<file path="src/rtl/miss_cls_pkg.sv">
package miss_cls_pkg;

    typedef enum logic [1:0] {
        KIND_NONSPEC  = 2'b00,
        KIND_CAPACITY = 2'b01,
        KIND_CONFLICT = 2'b10
    } miss_kind_e;

    typedef struct packed {
        logic       vld;
        miss_kind_e kind;
    } result_s;

    function automatic miss_kind_e pick_kind(input logic off, input logic hit);
        if (off)
            return KIND_NONSPEC;
        else if (hit)
            return KIND_CONFLICT;
        else
            return KIND_CAPACITY;
    endfunction

endpackage

</file>
<file path="src/rtl/tag_probe.sv">
module tag_probe #(
    parameter int DEPTH = 8,
    parameter int TAG_W = 8
) (
    input  logic                          clk,
    input  logic                          rst,
    input  logic [DEPTH-1:0][TAG_W-1:0]   slot_tags,
    input  logic [DEPTH-1:0]              slot_vld,
    input  logic [TAG_W-1:0]              probe_tag,
    output logic                          hit,
    output logic                          dup
);
    logic [DEPTH-1:0] match_vec;

    for (genvar i = 0; i < DEPTH; i++) begin : g_cmp
        assign match_vec[i] = slot_vld[i] && (slot_tags[i] == probe_tag);
    end

    assign hit = |match_vec;
    assign dup = ($countones(match_vec) > 1);


    unique_match_chk: assert property (@(posedge clk) disable iff (rst)
        $onehot0(match_vec));

endmodule

</file>
<file path="src/rtl/tag_history.sv">
module tag_history #(
    parameter int DEPTH = 8,
    parameter int TAG_W = 8,
    localparam int PTR_W = (DEPTH > 1) ? $clog2(DEPTH) : 1,
    localparam int CNT_W = $clog2(DEPTH + 1)
) (
    input  logic                          clk,
    input  logic                          rst,
    input  logic                          push,
    input  logic [TAG_W-1:0]              push_tag,
    output logic [DEPTH-1:0][TAG_W-1:0]   slot_tags,
    output logic [DEPTH-1:0]              slot_vld,
    output logic [CNT_W-1:0]              count,
    output logic                          slot_err
);
    logic [PTR_W-1:0] wr_ptr;
    logic             full;

    assign full = (count == CNT_W'(DEPTH));

    // Full: the write slot is the oldest and must be occupied.
    // Not full: the write slot must still be free.
    assign slot_err = push && (full ? !slot_vld[wr_ptr] : slot_vld[wr_ptr]);

    for (genvar i = 0; i < DEPTH; i++) begin : g_slot
        always_ff @(posedge clk) begin
            if (rst) begin
                slot_vld[i]  <= 1'b0;
                slot_tags[i] <= '0;
            end else if (push && wr_ptr == PTR_W'(i)) begin
                slot_vld[i]  <= 1'b1;
                slot_tags[i] <= push_tag;
            end
        end
    end

    always_ff @(posedge clk) begin
        if (rst) begin
            wr_ptr <= '0;
            count  <= '0;
        end else if (push) begin
            wr_ptr <= (wr_ptr == PTR_W'(DEPTH - 1)) ? '0 : wr_ptr + 1'b1;
            if (!full)
                count <= count + 1'b1;
        end
    end


    count_bound_chk: assert property (@(posedge clk) disable iff (rst)
        count <= CNT_W'(DEPTH));


    full_push_hold_chk: assert property (@(posedge clk) disable iff (rst)
        (push && full) |=> (count == CNT_W'(DEPTH)));

endmodule

</file>
<file path="src/rtl/miss_classifier.sv">
module miss_classifier
    import miss_cls_pkg::*;
#(
    parameter int DEPTH = 8,
    parameter int TAG_W = 8,
    localparam int CNT_W = $clog2(DEPTH + 1)
) (
    input  logic              clk,
    input  logic              rst,
    input  logic              fill_valid,
    input  logic [TAG_W-1:0]  fill_tag,
    input  logic              stats_off,
    output logic              res_valid,
    output logic [1:0]        res_kind,
    output logic              err_flag,
    output logic [CNT_W-1:0]  occupancy
);
    logic [DEPTH-1:0][TAG_W-1:0] slot_tags;
    logic [DEPTH-1:0]            slot_vld;
    logic                        hit, dup, slot_err, push, classify;
    result_s                     res_q;

    assign classify = fill_valid && !stats_off;
    assign push     = classify && !hit;

    tag_probe #(.DEPTH(DEPTH), .TAG_W(TAG_W)) i_probe (
        .clk(clk), .rst(rst),
        .slot_tags(slot_tags), .slot_vld(slot_vld),
        .probe_tag(fill_tag), .hit(hit), .dup(dup)
    );

    tag_history #(.DEPTH(DEPTH), .TAG_W(TAG_W)) i_hist (
        .clk(clk), .rst(rst),
        .push(push), .push_tag(fill_tag),
        .slot_tags(slot_tags), .slot_vld(slot_vld),
        .count(occupancy), .slot_err(slot_err)
    );

    always_ff @(posedge clk) begin
        if (rst) begin
            res_q    <= '{vld: 1'b0, kind: KIND_NONSPEC};
            err_flag <= 1'b0;
        end else begin
            res_q.vld  <= fill_valid;
            res_q.kind <= pick_kind(stats_off, hit);
            if (classify && (dup || slot_err))
                err_flag <= 1'b1;
        end
    end

    assign res_valid = res_q.vld;
    assign res_kind  = res_q.kind;


    result_follows_strobe_chk: assert property (@(posedge clk) disable iff (rst)
        fill_valid |=> res_valid);


    no_spurious_result_chk: assert property (@(posedge clk) disable iff (rst)
        !fill_valid |=> !res_valid);


    disabled_nonspec_chk: assert property (@(posedge clk) disable iff (rst)
        (fill_valid && stats_off) |=> (res_kind == KIND_NONSPEC && $stable(occupancy)));


    conflict_keeps_history_chk: assert property (@(posedge clk) disable iff (rst)
        (res_valid && res_kind == KIND_CONFLICT) |-> $stable(occupancy));


    capacity_grows_chk: assert property (@(posedge clk) disable iff (rst)
        (res_valid && res_kind == KIND_CAPACITY) |->
            (occupancy == (($past(occupancy) == CNT_W'(DEPTH)) ? CNT_W'(DEPTH)
                                                               : $past(occupancy) + 1'b1)));


    err_sticky_chk: assert property (@(posedge clk) disable iff (rst)
        err_flag |=> err_flag);

endmodule

</file>
<file path="config.mk">
export PLATFORM = sky130hd
export DESIGN_NAME = miss_classifier
export DESIGN_NICKNAME = d
export VERILOG_FILES = /design/src/rtl/miss_cls_pkg.sv /design/src/rtl/tag_probe.sv /design/src/rtl/tag_history.sv /design/src/rtl/miss_classifier.sv
export SDC_FILE = /design/constraint.sdc
export NUM_CORES = 1
export LEC_CHECK = 0
export ABC_AREA = 1
export BUFFER_PORTS_ARGS = -buffer_cell sky130_fd_sc_hd__buf_2
export CAP_MARGIN = 20
export CORE_MARGIN = 1
export CORE_UTILIZATION = 65
export CTS_BUF_LIST = sky130_fd_sc_hd__clkbuf_8
export CTS_CLUSTER_DIAMETER = 50
export DETAILED_ROUTE_END_ITERATION = 10
export PLACE_DENSITY = 0.91
export SYNTH_ARGS = -nofsm -noshare
export SYNTH_HDL_FRONTEND = slang
export SYNTH_SLANG_ARGS = --single-unit
</file>
<file path="constraint.sdc">
create_clock -name clk -period 7.9 [get_ports clk]
set_input_delay 0 -clock clk [delete_from_list [all_inputs] [get_ports clk]]
set_output_delay 0 -clock clk [all_outputs]
set_load 0.01 [all_outputs]
</file>
# == Word level (Yosys, flattened, before mapping) ==
# Index checks and enable logic that the tools add are counted.
# classes
magnitude_cmp,2
n_eq_ne,16
add_sub_neg,9
reduce_logical,28
n_bitwise,1
n_mux,5
# op_table
cell,count
32-bit adder,3
8-bit equality test,8
32-bit by 2-bit greater-than comparator with 1-bit output (second input constant),1
1-bit logical AND,20
3-bit equality test (second input constant),4
1-bit by 1-bit adder with 2-bit output,4
8-bit OR reduction,1
3-bit by 2-bit equality test with 1-bit output (second input constant),2
4-bit by 1-bit adder with 4-bit output (second input constant),1
4-bit equality test (second input constant),1
3-bit by 4-bit < comparator with 1-bit output (second input constant),1
3-bit by 1-bit adder with 3-bit output (second input constant),1
1-bit binary-select mux with 3-bit select,1
3-bit by 1-bit equality test with 1-bit output (second input constant),1
1-bit logical NOT,3
3-bit logical NOT,1
3-bit two-way mux,1
1-bit two-way mux,2
2-bit two-way mux,1
2-bit AND reduction,1
2-bit OR reduction,1
1-bit logical OR,1
1-bit NOT,1
# totals
in_bits,12
register_bits,83
wordCells,82
out_inout_bits,8

# == Logic depth before layout (Yosys ltp) ==
# Gate-level depths: netlist of the first run.
# depth
word_depth,8
depth_mapped,20
mapped_depth_nobuf,19

# == Modules after synthesis ==
# A second synthesis of the first run with hierarchy kept.
# unflattened
hier_cells,689
area_unflattened_um2,4742.0
# by_module_without_submodules
module,instances,seq_area_each_um2,cells_each,area_per_inst_um2
tag_history,1,1581.5,370,3103.0
tag_probe,1,0.0,303,1502.7
miss_classifier,1,80.1,16,136.4

# == Worst setup path after synthesis of the first run ==
# OpenSTA, ideal clock, no wires.
# synth_path
kind,register to register
startpoint,reg i_hist.slot_tags[62] (netlist name)
endpoint,reg err_flag
path_stages_with_launch,18
setup_time_ns,0.132
slack_ns,4.713
required_ns,7.768
t_arrival_ns,3.055
path_buffers,0
period_less_slack_ns,3.187
path_cell_list,dfxtp_1 xor2_1 a2111oi_0 nand3_1 inv_1 ha_1 inv_1 fa_1 inv_1 fa_1 ha_1 inv_1 fa_1 nand2_1 nor2_1 nand2_1 nand2_1 a21oi_1
# synth_via
elab_chain_cells,8
elab_cells_between_ends,12
cone_classes,3 x add/sub; 1 x order compare; 1 x eq/ne; 7 x reduce/logical
# synth_rtl
item,line_no,text
"start, declared",tag_history.sv:11,"output logic [DEPTH-1:0][TAG_W-1:0] slot_tags,"
"start signal, assigned by index",tag_history.sv:32,slot_tags[i] <= push_tag;
8-bit equality test *,tag_probe.sv:16,assign match_vec[i] = slot_vld[i] && (slot_tags[i] == probe_tag);
1-bit logical AND *,tag_probe.sv:16,
1-bit by 1-bit adder with 2-bit output (implied by the code) or 8-bit OR reduction (tied branches),"tag_probe.sv:20, tag_probe.sv:19",
32-bit adder (implied by the code) or 1-bit logical NOT (tied branches),"tag_probe.sv:20, miss_classifier.sv:24",
32-bit adder (implied by the code) or 1-bit logical AND (tied branches),"tag_probe.sv:20, miss_classifier.sv:24",
32-bit by 2-bit greater-than comparator with 1-bit output or 1-bit logical AND (tied branches),"tag_probe.sv:20, tag_history.sv:23",
1-bit logical OR *,miss_classifier.sv:46,if (classify && (dup || slot_err))
1-bit logical AND *,miss_classifier.sv:46,
"end signal, assigned",miss_classifier.sv:42,err_flag <= 1'b0;
"end signal, assigned",miss_classifier.sv:47,err_flag <= 1'b1;
"end, declared",miss_classifier.sv:15,"output logic err_flag,"
# Every way passes the cells marked *; elsewhere a longest branch is shown, timed or not.
# A chain may end at the register's enable or synchronous reset.

# == Final worst setup path of the first run ==
# layout_path
startpoint,reg i_hist.slot_tags[30] (netlist name)
endpoint,reg err_flag
# Same word-level chain as after synthesis.

==> summary.txt, run 1 <==
Status
  • Status: complete, no violations

Routing
  • DRC Markers: 0
  • TritonRoute pass-1 iters: 6
  • Remaining antenna violation count after routing: 0
  • Routed WL per cell: 17.18 um
  • Routed Wire Length: 10820 um
  • Vias per cell: 6.329
  • Initial DRC Count: 394
  • Via count: 3987

Final layout
  • FILL cells: 490
  • Layout Nets: 582
  • FF/Latch Area: 1662 um^2
  • Most frequent cells in the layout: 83 x dfxtp_1, 73 x inv_1, 58 x nand2_1
  • Cell Count, Final, Fillers Out: 630
  • Ant diodes: 0
  • Multi-input logic area: 2195 um^2
  • Fraction of layout cells with a size suffix above 1: 0.1085
  • Area Overhead vs Synth: 4.139%
  • Most common cell after layout, fill and taps aside: dfxtp_1

Global routing
  • Grt ovf: 0
  • First-pass GRT wire length: 17770 um
  • All-Layer GR Usage: 0.3207
  • Vias in the first global route: 3712
  • Initial antenna violation count: 0
  • Largest net degree at the start of global routing: 84

Timing
  • F_max: 284.8 MHz
  • Min Clock Period, post-route: 3511 ps
  • Setup Skew: 11.15 ps
  • PnR worst setup slack: 4389 ps
  • Final setup TNS: 0 ps
  • Crit share post-route: 0.4444
  • Slew Limit Fails: 0
  • Max-Slew Margin vs Limit: 0.3923
  • Slew at the pin closest to its max-slew limit: 911.5 ps
  • Final Setup Violations: 0
  • Final hold vios: 0
  • Unrepaired setup endpoints after global routing: no

Floorplan
  • Die Wd: 84.12 um
  • Die footprint: 7075 um^2
  • Rows: 29
  • Core ar.: 6422 um^2
  • I/O pin cnt: 20
  • Starting Density: 0.6824
  • Die Ht: 84.12 um

Power and ir drop
  • VDD IR max: 0.1225 mV
  • Lkg Pwr: 1.704 nW
  • PD cells: 180.6 nW/um^2

CTS
  • Post-CTS sizing: 0
  • Clock slew at reported path FFs: 90 ps
  • Root Buffer: clkbuf_8
  • TritonCTS Buffers: 9
  • TritonCTS clock tree: yes
  • Post-CTS setup buffer count: 0
  • CTS H-Tree Depth: 3
  • Hold Buf Count CTS: 2
  • Worst skew pair latency: 360 ps
  • Clock Path Buffers: 2
  • Clock sinks: 83

Worst setup path
  • CP endpoint: err_flag$_SDFFE_PP0P_
  • CP required: 8120 ps
  • Setup CP Type: reg2reg
  • Worst flop-to-flop path startpoint: i_hist.slot_tags[30]$_SDFFE_PP0P_
  • Register-to-Register Path Depth: 17
  • Critical-path cell list: xor2_1 -> nor4_1 -> nand3_1 -> inv_1 -> ha_1 -> inv_1 -> fa_1 -> inv_1 -> fa_1 -> ha_1 -> inv_1 -> fa_1 -> nand2_1 -> nor2_1 -> nand2_1 -> nand2_1 -> a21oi_1
  • Worst EP arrival: 3730 ps
  • Startpoint Class: register
  • Slowest stage delay, CP: 560 ps
  • Reg-to-reg endpoint: err_flag$_SDFFE_PP0P_
  • Most frequent CP cell: inv_1
  • Largest fanout on the critical path: 2
  • Setup crit start: i_hist.slot_tags[30]$_SDFFE_PP0P_
  • Slowest CP cell: fa_1
  • Reg2Reg Setup Slack: 4390 ps
  • Critical Path Sink Type: register

Placed design
  • Post-DP HPWL: 6932 um
  • Gp weighted congestion: 0.9340
  • Placed cells: 612
  • IO buf count: 19
  • Pre-CTS setup slack: 4179 ps

Flow run
  • MaxCap Viol Count: 0

Logic synthesis
  • EDFF count, synth: 0
  • Share of synthesized flip-flops with an asynchronous set or reset: 0
  • Yosys Warn Count: 0
  • Post-synthesis cell type count: 36
  • Sequential area share after synthesis: 0.3791
  • Main synth FF type: dfxtp_1
  • Synth Cell Area: 4383 um^2
  • Post-Syn Nets: 590
  • FF+latch count, synth: 83
  • Cells after Synth: 556
  • Post-synthesis average cell area: 7.883 um^2

Hold path
  • Hold/Removal Path Class: in2reg
-- metal layers --
layer,track usage,share of wire
met4,0.1552,0.040
met5,0,0
met1,0.4090,0.40
met2,0.5104,0.46
met3,0.07913,0.097
-- worst min path at each step --
stage / startpoint / cells past startpoint / slack [ps] / endpoint
after global placement: stats_off / 2 / 210 / res_kind[1]$_SDFF_PP0_
after floorplan: stats_off / 1 / 80 / res_kind[1]$_SDFF_PP0_
after CTS: fill_tag[0] / 3 / 70 / i_hist.slot_tags[24]$_SDFFE_PP0P_
after global routing: fill_tag[0] / 3 / 80 / i_hist.slot_tags[24]$_SDFFE_PP0P_
final: fill_tag[7] / 3 / 80 / i_hist.slot_tags[55]$_SDFFE_PP0P_
after detailed placement: stats_off / 2 / 220 / res_kind[1]$_SDFF_PP0_
-- stage by stage --
step	cell area [um^2]	hold WS (ps)	utilization	total power, mW
after CTS	4564	66.64	0.7107	0.8235
after floorplan	4383	78.71	-	0.5124
after global routing	4564	84.70	0.7107	0.8514
after global placement	4347	212.9	0.6768	0.5282
after detailed placement	4347	215.5	0.6768	0.5306
final	4564	79.43	0.7107	0.8241
-- cells by family after synthesis --
| family | share of synthesized area |
|---|---|
| xor gates and xnor gates | 0.03797 |
| buffers and inverters | 0.1202 |
| adders and majority gates | 0.06966 |
| and+or+nand+nor | 0.2001 |
| AOI/OAI and AO/OA | 0.1930 |
| DFF | 0.3791 |
-- critical path: cells and delay by family, from the launching register on --
family | cells | cell delay (ps)
xor gates and xnor gates | 1 | 140
DFF | 1 | 330
AOI/OAI and AO/OA | 1 | 50
buffers and inverters | 4 | 260
adders and majority gates | 5 | 1860
and+or+nand+nor | 6 | 730
-- cell type report --
class / count / area share
Inverter: 77 / 0.06387
Clock buffer: 12 / 0.03618
Timing Repair Buffer: 22 / 0.02686
Tap cell: 77 / 0.02111
Multi-Input combinational cell: 355 / 0.4808
Sequential cell: 83 / 0.3640
Clock inverter: 4 / 0.007127
-- synthesized netlist by cell type (2+ instances only) --
library cell,number,area [um^2]
dfxtp_1,83,1662
inv_1,73,274.0
nand2_1,58,217.7
a21oi_1,56,280.3
nor2_1,48,180.2
nand4_1,30,187.7
nand3_1,29,145.1
a211oi_1,25,187.7
o22ai_1,23,143.9
buf_2,22,110.1
ha_1,18,225.2
clkbuf_1,11,41.29
xor2_1,10,87.58
a211oi_2,9,112.6
xnor2_1,9,78.83
a221oi_1,5,43.79
nor3_1,5,25.02
nor4_1,5,31.28
o21ai_0,5,25.02
buf_6,4,45.04
fa_1,4,80.08
inv_2,3,11.26
nand3_2,3,30.03
buf_4,2,15.01
nand2_2,2,12.51
o2111ai_1,2,17.52
o21a_1,2,15.01
or2_2,2,12.51
-- registers in the layout, indices dropped and copies added (netlist names) --
signal / cells
i_hist.slot_tags: 64
i_hist.slot_vld: 8
i_hist.count: 4
i_hist.wr_ptr: 3
res_kind: 2
err_flag: 1
res_valid: 1
-- power by group --
part | internal (mW) | leakage (nW) | switching, mW
sequential | 0.427 | 0.672 | 0.00840
clock | 0.142 | 0.0952 | 0.157
combinational | 0.0262 | 0.937 | 0.0633
total | 0.595 | 1.70 | 0.229
(Power assumes the default switching activity.)
==> inputs of run 2 (changes only) <==
--- a/config.mk
+++ b/config.mk
@@ -9,11 +9,11 @@
 export BUFFER_PORTS_ARGS = -buffer_cell sky130_fd_sc_hd__buf_2
 export CAP_MARGIN = 20
 export CORE_MARGIN = 1
-export CORE_UTILIZATION = 65
+export CORE_UTILIZATION = 58
 export CTS_BUF_LIST = sky130_fd_sc_hd__clkbuf_8
 export CTS_CLUSTER_DIAMETER = 50
 export DETAILED_ROUTE_END_ITERATION = 10
-export PLACE_DENSITY = 0.91
+export PLACE_DENSITY = 0.86
 export SYNTH_ARGS = -nofsm -noshare
 export SYNTH_HDL_FRONTEND = slang
 export SYNTH_SLANG_ARGS = --single-unit
==> constraint.sdc (replaced) <==
create_clock -name clk -period 3.1 [get_ports clk]
set_input_delay 0 -clock clk [delete_from_list [all_inputs] [get_ports clk]]
set_output_delay 0 -clock clk [all_outputs]
set_load 0.01 [all_outputs]
==> summary.txt, run 2 (same netlist as run 1, synthesis figures left out) <==
Status
  • Status: finished, violations left
  • Failing checks: negative setup slack

Worst setup path
  • CP required: 3340 ps (-4780 ps)
  • Worst EP arrival: 3680 ps (-50 ps)
  • Setup CP Type: reg2reg
  • Most frequent CP cell: inv_1
  • CP Buf/Inv Count: 4 (unchanged)
  • Delay-heaviest family, CP: adder cells
  • Critical-path cell list: xor2_1 -> a2111oi_1 -> nand3_1 -> inv_1 -> ha_1 -> inv_1 -> fa_1 -> inv_1 -> fa_1 -> ha_2 -> inv_1 -> fa_1 -> nand2_1 -> nor2_1 -> nand2_1 -> nand2_1 -> a21oi_2
  • Slowest stage delay, CP: 490 ps (-70 ps)
  • Critical Path Sink Type: register
  • Startpoint Class: register
  • Largest fanout on the critical path: 2 (unchanged)
  • Slowest CP cell: fa_1

Placed design
  • Post-DP HPWL: 8661 um (+25%)
  • Gp weighted congestion: 0.9817 (+5.1%)
  • Placed cells: 700 (+14%)
  • IO buf count: 19 (unchanged)
  • Dpl cell area: 4885 um^2 (+12%)

CTS
  • Clock slew at reported path FFs: 80 ps (about the same)
  • Worst skew pair latency: 360 ps (about the same)
  • Root Buffer: clkbuf_8
  • Clock sinks: 83 (unchanged)
  • TritonCTS Buffers: 9 (unchanged)
  • Clock Path Buffers: 2 (unchanged)
  • TritonCTS clock tree: yes
  • CTS H-Tree Depth: 3 (unchanged)

Final layout
  • Fraction of layout cells with a size suffix above 1: 0.2145 (+0.1060)
  • Area Overhead vs Synth: 16.01%
  • Multi-input logic area: 2213 um^2 (+0.86%)
  • Ant diodes: 0 (unchanged)
  • Max reg flops: 64 (unchanged)
  • FILL cells: 582 (+19%)
  • Layout Nets: 649 (+12%)
  • Most frequent cells in the layout: 81 x dfxtp_1, 74 x inv_1, 67 x buf_4
  • Top Registers: i_hist.slot_tags (64), i_hist.slot_vld (8), i_hist.count (4)
  • Top reg by flops: i_hist.slot_tags
  • Cell Count, Final, Fillers Out: 719 (+14%)
  • FF/Latch Area: 1664 um^2 (+0.15%)
  • Post-Layout Inst Area: 5085 um^2 (+11%)
  • Most common cell after layout, fill and taps aside: dfxtp_1

Routing
  • Initial DRC Count: 420 (+6.6%)
  • DRC Markers: 0 (unchanged)
  • Vias per cell: 5.968 (-5.7%)
  • Via count: 4291 (+7.6%)
  • Routed WL per cell: 17.01 um (-0.97%)
  • Routed Wire Length: 12230 um (+13%)
  • Remaining antenna violation count after routing: 0 (unchanged)
  • TritonRoute pass-1 iters: 5 (-1)

Floorplan
  • Die Wd: 88.93 um (+5.7%)
  • Rows: 31 (+6.9%)
  • Starting Density: 0.6011 (-0.08138)
  • Core ar.: 7292 um^2 (+14%)
  • Die Ht: 88.93 um (+5.7%)
  • I/O pin cnt: 20 (unchanged)
  • Die footprint: 7909 um^2 (+12%)

Power and ir drop
  • Lkg Pwr: 2.020 nW (+19%)
  • VDD IR max: 0.3142 mV (+160%)
  • PD cells: 402.0 nW/um^2 (+120%)

Global routing
  • First-pass GRT wire length: 19500 um (+9.7%)
  • Grt ovf: 0 (unchanged)
  • Vias in the first global route: 4083 (+10%)
  • All-Layer GR Usage: 0.3322 (+0.01149)
  • Largest net degree at the start of global routing: 37 (-56%)
  • Initial antenna violation count: 0 (unchanged)

Hold path
  • Hold/Removal Path Class: in2reg

Timing
  • Slew Limit Fails: 0 (unchanged)
  • F_max: 290.8 MHz (+2.1%)
  • Worst hold slack: 64.06 ps (-15.37 ps)
  • Unrepaired setup endpoints after global routing: yes
  • Crit share post-route: 1.109 (+0.6649)
  • Max-Slew Margin vs Limit: 0.5158 (+0.1235)
  • Slew at the pin closest to its max-slew limit: 726.3 ps (-185.3 ps)
  • Final setup TNS: -339.0 ps (-339.0 ps)
  • PnR worst setup slack: -339.0 ps (-4728 ps)
  • Min Clock Period, post-route: 3439 ps (-71.77 ps)
  • Final Setup Violations: 1 (+1)
  • Setup Skew: 6.983 ps (-4.164 ps)
  • Final hold vios: 0 (unchanged)

Flow run
  • MaxCap Viol Count: 0 (unchanged)
-- run 2: cell count changes in the layout (fill, tap and decap cells not counted), sizes merged --
cell and change:
clkinv +2, clkbuf -3, inv +3, clkinvlp -2, buf +67
-- run 2: worst min-delay path, delay by kind of cell --
kind | cells | cell delay [ps]
compound gates | 1 | 70
buf+inv | 1 | 200
simple gates | 1 | 120
-- run 2: timing repair --
action | 4_1_cts | 5_1_grt
hold buffers | 2 | 0
setup buffers | 1 | 0
pin swaps | 3 | 4
setup endpoints to repair | 1 | 1
endpoints found under the hold margin | 4 | 0
gates resized for setup | 5 | 5
-- run 2: final timing paths --
path                                          start  depth (start not counted)  slack, ps                                 to
setup / recovery  i_hist.slot_tags[62]$_SDFFE_PP0P_                         17       -340              err_flag$_SDFFE_PP0P_
hold / removal                          fill_tag[6]                          3         60  i_hist.slot_tags[62]$_SDFFE_PP0P_
setup reg to reg  i_hist.slot_tags[62]$_SDFFE_PP0P_                         17       -340              err_flag$_SDFFE_PP0P_
hold reg to reg    i_hist.slot_tags[4]$_SDFFE_PP0P_                          2        480   i_hist.slot_tags[4]$_SDFFE_PP0P_
-- run 2: power by group --
part / total (mW) / leakage, nW / switching, mW / internal, mW
Sequential: 1.10 / 0.673 / 0.0161 / 1.09
Clock: 0.649 / 0.0977 / 0.374 / 0.275
Combinational: 0.290 / 1.25 / 0.185 / 0.105
Total: 2.04 / 2.02 / 0.575 / 1.47
-- run 2: routing by layer --
layer  wire, um  global-route usage
met2       5698              0.5399
met1       4708              0.3982
met4        577              0.1876
met5          0                   0
met3       1249             0.09234
-- run 2: area by class of cell --
| class | count | share of cell area |
|---|---|---|
| repair buffers | 89 | 0.1255 |
| well taps | 99 | 0.02436 |
| multi-input cells | 355 | 0.4353 |
| inverters | 77 | 0.05733 |
| clock buffers | 9 | 0.02436 |
| clock inverters | 7 | 0.005906 |
| flip-flops and latches | 83 | 0.3273 |
-- run 2: stage by stage --
step | power, mW | worst slack [ps] | utilization
floorplan | 1.306 | -75.26 | -
detailed placement | 1.407 | -361.1 | 0.6699
CTS | 2.046 | -304.2 | 0.6965
finish | 2.044 | -339.0 | 0.6973
global placement | 1.398 | -287.4 | 0.6699
global route | 2.119 | -539.2 | 0.6973
